[src/rtl/kwdt_pkg.sv]
package kwdt_pkg;
  localparam int DATA_W = 32;
  localparam int IVL_W  = 6;
  localparam logic [12:0] KICK_WORD = 13'h14AF;

  typedef enum logic [1:0] {
    SEL_KICK   = 2'd0,
    SEL_MODE   = 2'd1,
    SEL_ACTION = 2'd2,
    SEL_SPARE  = 2'd3
  } reg_sel_e;

  // interval length in half-second ticks for a 4-bit code
  function automatic logic [IVL_W-1:0] interval_ticks(input logic [3:0] code);
    logic [IVL_W-1:0] n;
    case (code)
      4'd0:    n = 6'd1;
      4'd1:    n = 6'd2;
      4'd2:    n = 6'd4;
      4'd3:    n = 6'd6;
      4'd4:    n = 6'd8;
      4'd5:    n = 6'd10;
      4'd6:    n = 6'd12;
      4'd7:    n = 6'd16;
      4'd8:    n = 6'd20;
      4'd9:    n = 6'd24;
      4'd10:   n = 6'd28;
      default: n = 6'd32;
    endcase
    return n;
  endfunction

  function automatic int code_lsb(input int variant);
    return (variant == 0) ? 3 : 4;
  endfunction
endpackage

[src/rtl/kwdt_regs.sv]
module kwdt_regs
  import kwdt_pkg::*;
#(
  parameter int VARIANT = 0
) (
  input  logic              clk,
  input  logic              rst_n,
  input  logic [1:0]        bus_addr,
  input  logic              bus_wr,
  input  logic [DATA_W-1:0] bus_wdata,
  output logic [DATA_W-1:0] bus_rdata,
  output logic              enabled,
  output logic              act_reset,
  output logic              kick,
  output logic              reload,
  output logic [IVL_W-1:0]  ivl_now,
  output logic [IVL_W-1:0]  ivl_load
);
  localparam int LSB = code_lsb(VARIANT);

  logic [DATA_W-1:0] mode_q, action_q;
  logic              wr_mode, wr_action;
  logic [3:0]        code_q, code_w;

  assign wr_mode   = bus_wr && (bus_addr == SEL_MODE);
  assign wr_action = bus_wr && (bus_addr == SEL_ACTION);
  assign kick      = bus_wr && (bus_addr == SEL_KICK) && (bus_wdata[12:0] == KICK_WORD);

  assign code_q  = mode_q[LSB+3:LSB];
  assign code_w  = bus_wdata[LSB+3:LSB];
  assign enabled = mode_q[0];

  assign reload   = kick || (wr_mode && bus_wdata[0] && (!mode_q[0] || (code_w != code_q)));
  assign ivl_now  = interval_ticks(code_q);
  assign ivl_load = wr_mode ? interval_ticks(code_w) : ivl_now;

  generate
    if (VARIANT == 0) begin : g_act_bit
      assign act_reset = action_q[1];
    end else begin : g_act_field
      assign act_reset = (action_q[1:0] == 2'b01);
    end
  endgenerate

  always_ff @(posedge clk or negedge rst_n) begin
    if (!rst_n) begin
      mode_q   <= '0;
      action_q <= '0;
    end else begin
      if (wr_mode)   mode_q   <= bus_wdata;
      if (wr_action) action_q <= bus_wdata;
    end
  end

  always_comb begin
    case (bus_addr)
      SEL_MODE:   bus_rdata = mode_q;
      SEL_ACTION: bus_rdata = action_q;
      default:    bus_rdata = '0;
    endcase
  end
endmodule

[src/rtl/kwdt_timebase.sv]
module kwdt_timebase #(
  parameter int PRESCALE = 12_000_000
) (
  input  logic clk,
  input  logic rst_n,
  input  logic enabled,
  input  logic reload,
  output logic tick
);
  localparam int PRE_W = (PRESCALE > 1) ? $clog2(PRESCALE) : 1;
  localparam logic [PRE_W-1:0] LAST = PRE_W'(PRESCALE - 1);

  logic [PRE_W-1:0] pcnt_q;

  assign tick = enabled && (pcnt_q == LAST);

  always_ff @(posedge clk or negedge rst_n) begin
    if (!rst_n)                 pcnt_q <= '0;
    else if (reload || !enabled) pcnt_q <= '0;
    else if (tick)              pcnt_q <= '0;
    else                        pcnt_q <= pcnt_q + 1'b1;
  end
endmodule

[src/rtl/kwdt_core.sv]
module kwdt_core
  import kwdt_pkg::*;
#(
  parameter int RST_CYCLES = 16
) (
  input  logic             clk,
  input  logic             rst_n,
  input  logic             tick,
  input  logic             reload,
  input  logic             kick,
  input  logic             act_reset,
  input  logic [IVL_W-1:0] ivl_now,
  input  logic [IVL_W-1:0] ivl_load,
  output logic [IVL_W-1:0] cnt,
  output logic             expire,
  output logic             sys_rst,
  output logic             irq
);
  localparam int PW = $clog2(RST_CYCLES + 1);

  logic [PW-1:0] pulse_q;

  assign expire  = tick && (cnt == 6'd1) && !reload;
  assign sys_rst = (pulse_q != '0);

  always_ff @(posedge clk or negedge rst_n) begin
    if (!rst_n) begin
      cnt     <= 6'd1;
      pulse_q <= '0;
      irq     <= 1'b0;
    end else begin
      if (reload)      cnt <= ivl_load;
      else if (expire) cnt <= ivl_now;
      else if (tick)   cnt <= cnt - 1'b1;

      if (expire && act_reset) pulse_q <= PW'(RST_CYCLES);
      else if (pulse_q != '0)  pulse_q <= pulse_q - 1'b1;

      if (kick)                     irq <= 1'b0;
      else if (expire && !act_reset) irq <= 1'b1;
    end
  end
endmodule

[src/rtl/kwdt_top.sv]
module kwdt_top
  import kwdt_pkg::*;
#(
  parameter int VARIANT    = 0,
  parameter int PRESCALE   = 12_000_000,
  parameter int RST_CYCLES = 16
) (
  input  logic        clk,
  input  logic        rst_n,
  input  logic [1:0]  bus_addr,
  input  logic        bus_wr,
  input  logic [31:0] bus_wdata,
  output logic [31:0] bus_rdata,
  output logic        sys_rst_out,
  output logic        irq_out
);
  logic             en_w, act_reset_w, kick_w, reload_w, tick_w, expire_w;
  logic [IVL_W-1:0] ivl_now_w, ivl_load_w, cnt_w;

  kwdt_regs #(.VARIANT(VARIANT)) u_regs (
    .clk(clk), .rst_n(rst_n), .bus_addr(bus_addr), .bus_wr(bus_wr),
    .bus_wdata(bus_wdata), .bus_rdata(bus_rdata), .enabled(en_w),
    .act_reset(act_reset_w), .kick(kick_w), .reload(reload_w),
    .ivl_now(ivl_now_w), .ivl_load(ivl_load_w)
  );

  kwdt_timebase #(.PRESCALE(PRESCALE)) u_timebase (
    .clk(clk), .rst_n(rst_n), .enabled(en_w), .reload(reload_w), .tick(tick_w)
  );

  kwdt_core #(.RST_CYCLES(RST_CYCLES)) u_core (
    .clk(clk), .rst_n(rst_n), .tick(tick_w), .reload(reload_w), .kick(kick_w),
    .act_reset(act_reset_w), .ivl_now(ivl_now_w), .ivl_load(ivl_load_w),
    .cnt(cnt_w), .expire(expire_w), .sys_rst(sys_rst_out), .irq(irq_out)
  );
endmodule

[config.mk]
export PLATFORM = sky130hd
export DESIGN_NAME = kwdt_top
export DESIGN_NICKNAME = d
export VERILOG_FILES = /design/src/rtl/kwdt_pkg.sv /design/src/rtl/kwdt_regs.sv /design/src/rtl/kwdt_timebase.sv /design/src/rtl/kwdt_core.sv /design/src/rtl/kwdt_top.sv
export SDC_FILE = /design/constraint.sdc
export NUM_CORES = 1
export LEC_CHECK = 0
export CAP_MARGIN = 15
export CORE_UTILIZATION = 40
export DETAILED_ROUTE_END_ITERATION = 10
export DONT_BUFFER_PORTS = 1
export PLACE_DENSITY = 0.6
export SKIP_CTS_REPAIR_TIMING = 1
export SLEW_MARGIN = 20
export SYNTH_ARGS = -nofsm -noshare
export SYNTH_HDL_FRONTEND = slang
export SYNTH_SLANG_ARGS = --single-unit
[constraint.sdc]
create_clock -name clk -period 3.4 [get_ports clk]
set_input_delay 0.68 -clock clk [delete_from_list [all_inputs] [get_ports clk]]
set_output_delay 0.68 -clock clk [all_outputs]
set_load 0.005 [all_outputs]
==> metrics list <==
- Setup violations remaining at the end of the flow were counted as 0.
- In this run the tightest slew margin relative to its limit is 29.74%.
- Largest net degree at the start of global routing: 101
- Number of distinct library cells after synthesis: 56
- Total of flip-flops plus latches after synthesis: 100
- Max Clock Skew: 5.642 ps
* Total count of hold-check failures in the final report: 0
- Mapped cell area: 5316 um^2
- Required time of the critical path: 2720 ps
* Library cell with the largest summed area after synthesis: dfrtp_1
- The HPWL after detailed placement is 7803 um.
- In this run the worst path has a maximum fanout of 6.
- Detailed Route Iter0 Violations: 165
* Die height: 117.3 um
* Total number of vias: 3,552
* Async S/R FF share, synth: 100.0%
* Worst hold-check path type: input pin to async pin
- Worst Hold Slack: 36.99 ps
- In this run, CTS created clock tree buffers numbering 9.
* Floorplan Core Area: 12,770 um^2
* Area share of the largest cell type after synthesis: 46.60%
* Bufs on Longest Clock Path: 2
- The run finished with clean final reports.
* Number of antenna repair diodes: 0
- Dividing the detail-routed wire length by the instance count gives 17.28 um.
- STA classifies the critical path startpoint as a flop.
- Worst reg-to-reg setup slack: 850 ps
- Yosys attributes the largest share of cell area to dfrtp_1 (47%), mux2_2 (13%), a22oi_1 (4.9%).
- The H-tree generated during clock tree synthesis spans 3 levels.
- Clock root cell: clkbuf_16
* Destination of the worst register-to-register timing path: u_core.pulse_q[2]$_DFFE_PN0P_
- The worst path needs 2721 ps of the cycle, external delays included.
- Sequential element share of the synthesized area: 47.09%
- CTS Sinks: 100
* Vias per inst: 5.481
- Max-slew violations: 0
* Initial antenna violation count: 0
- Clock Pin Slew Worst Setup and Hold Paths: 70 ps
* Count of flip-flops with a built-in enable after synthesis: 0
- Post-Syn Nets: 537
* DR DRC count: 0
* Data arrival time of the critical path: 2040 ps
- For this run, the number of Yosys warnings is 0.
- Worst reg2reg startpoint: u_regs.mode_q[6]$_DFFE_PN0N_
- Layout Nets: 524
- The worst setup path is captured at an output port.
- Initial cell density of the core: 41.62%
* Number of input and output port buffers inserted: 0
* Static leakage: 2.371 nW
- 71 I/O pins were placed.
- The worst register-to-register path has a depth of 5.
* Number of cells produced by synthesis: 484
- Final weighted congestion in routability-driven placement: 0.7979
- Number of antenna-violating nets in the routed design: 0
- Across the VDD grid, the largest voltage drop is 0.3351 mV.
- The floorplan step set the die width to 117.3 um.
- Max capacitance violation total: 0
- Dividing the synthesized area by the synthesized cell count gives 10.98 um^2.
* Worst setup path class: flop to output port
- Number of rows created at floorplan: 41
- At the pin with the least slew margin, the transition time is 1049 ps.
* Number of iterations in the first detailed-routing pass: 4
- The number of global-route vias before repair is 3,657.
* Peak clock frequency supported by timing: 367.5 MHz
- In the global route stage, overall resource usage came out at 17.60%.
* Most used flip-flop cell after synthesis: dfrtp_1
- Final critical-path share of the clock period: 80.02%
- Layout cell share with drive strength beyond 1: 20.38%
- Power density over the cells: 546.4 nW/um^2
- Setup TNS: 0 ps
- Area overhead of the layout relative to synthesis: 8.143%
- First-pass GRT wire length: 18,540 um
- Die outline area: 13,760 um^2
- Worst-skew pair later-pin latency: 340 ps
* Wirelength, routed: 11,200 um
* Total congestion overflow after global routing: 0
* Setup repair after global routing missed its margin: no
- TritonCTS built the clock tree.
-- layout make-up --
class | count | area, um^2
inverter | 15 | 56.30
fill | 1194 | 7024
timing repair buffer | 6 | 57.56
tap | 172 | 215.2
sequential | 100 | 2504
multi-input combinational | 339 | 2625
clock inverter | 6 | 52.55
clock buffer | 10 | 239.0
-- sequential cells by signal, summed over array words and instances, names as in the netlist --
signal	flops
u_regs.action_q	32
u_regs.mode_q	32
u_core.pulse_q	5
u_core.irq	1
u_timebase.pcnt_q	24
u_core.cnt	6
-- layer usage --
| metal | part of all wire (%) | track usage (%) | vias to the layer above |
|---|---|---|---|
| li1 | - | - | 1702 |
| met3 | 7.1 | 5.510 | 6 |
| met4 | 0.97 | 6.160 | 0 |
| met2 | 46 | 27.18 | 71 |
| met1 | 46 | 23.35 | 1773 |
| met5 | 0 | 0 | - |
-- Yosys cell counts (all sizes together), types with 2 or more instances --
| cell type | n |
|---|---|
| a21oi | 11 |
| a22oi | 35 |
| a31oi | 3 |
| and2 | 3 |
| and3 | 3 |
| and4 | 5 |
| buf | 7 |
| clkbuf | 23 |
| dfrtp | 99 |
| ha | 16 |
| inv | 15 |
| mux2 | 62 |
| mux2i | 6 |
| nand2 | 22 |
| nand2b | 2 |
| nand3 | 10 |
| nand4 | 11 |
| nor2 | 35 |
| nor2b | 34 |
| nor3 | 4 |
| nor3b | 3 |
| nor4 | 9 |
| nor4b | 2 |
| o2111ai | 2 |
| o211ai | 3 |
| o21ai | 7 |
| o21bai | 2 |
| o31ai | 2 |
| or2 | 2 |
| or4 | 2 |
| xnor2 | 8 |
| xor2 | 22 |
-- layout by cell type (no fill, tap or decap), types with 4 or more instances in the layout --
cell type and count:
a21oi_1 11, a22oi_1 35, and4_1 4, buf_4 5, clkbuf_16 9, dfrtp_1 99, ha_1 16, inv_1 15
mux2_2 62, mux2i_1 6, nand2_1 20, nand3_1 10, nand4_1 11, nor2_1 35, nor2b_1 34, nor3_1 4
nor4_1 5, o21ai_0 7, xnor2_1 8, xor2_1 22
-- power breakdown --
group          internal, mW  total (mW)  switching, mW
clock network         0.531       0.994          0.463
logic                 0.312       0.600          0.288
registers              1.39        1.55          0.156
-- metrics by stage --
| stage | utilization (%) | setup WS (ps) | total power [mW] | std cells | instance area, um^2 |
|---|---|---|---|---|---|
| final | 45.01 | 679.3 | 3.142 | 648 | 5749 |
| after global routing | 45.01 | 533.4 | 3.313 | 648 | 5749 |
| after CTS | 45.01 | 678.6 | 3.172 | 648 | 5749 |
| after detailed placement | 42.73 | 732.2 | 2.171 | 632 | 5458 |
| after global placement | 42.73 | 809.0 | 2.137 | 632 | 5458 |
| after floorplan | - | 1080 | 2.034 | 484 | 5316 |
-- worst max path at each step --
stage	from	cells after the start	endpoint
2_1_floorplan	bus_addr[1]	6	bus_rdata[10]
3_3_place_gp	bus_addr[1]	6	u_core.pulse_q[4]$_DFFE_PN0P_
3_5_place_dp	bus_wdata[6]	5	u_core.pulse_q[2]$_DFFE_PN0P_
4_1_cts	u_core.pulse_q[0]$_DFFE_PN0P_	4	sys_rst_out
5_1_grt	u_core.pulse_q[0]$_DFFE_PN0P_	4	sys_rst_out
6_report	u_core.pulse_q[0]$_DFFE_PN0P_	4	sys_rst_out
-- worst max-delay path, cell delays in order, from the launching register on --
cell and delay [ps]:
dfrtp_1 390, inv_1 120, ha_1 190, nor4b_1 840, inv_1 160
-- cell families after synthesis --
| kind of cell | count (synthesis) | share of synthesized area [%] |
|---|---|---|
| flops | 100 | 47.09 |
| xor+xnor | 30 | 4.942 |
| buf+inv | 45 | 3.577 |
| compound gates | 72 | 9.508 |
| fa+ha+maj | 16 | 3.766 |
| simple gates | 153 | 16.85 |
| mux | 68 | 14.26 |
No activity file was read; power rests on OpenSTA's default activity.
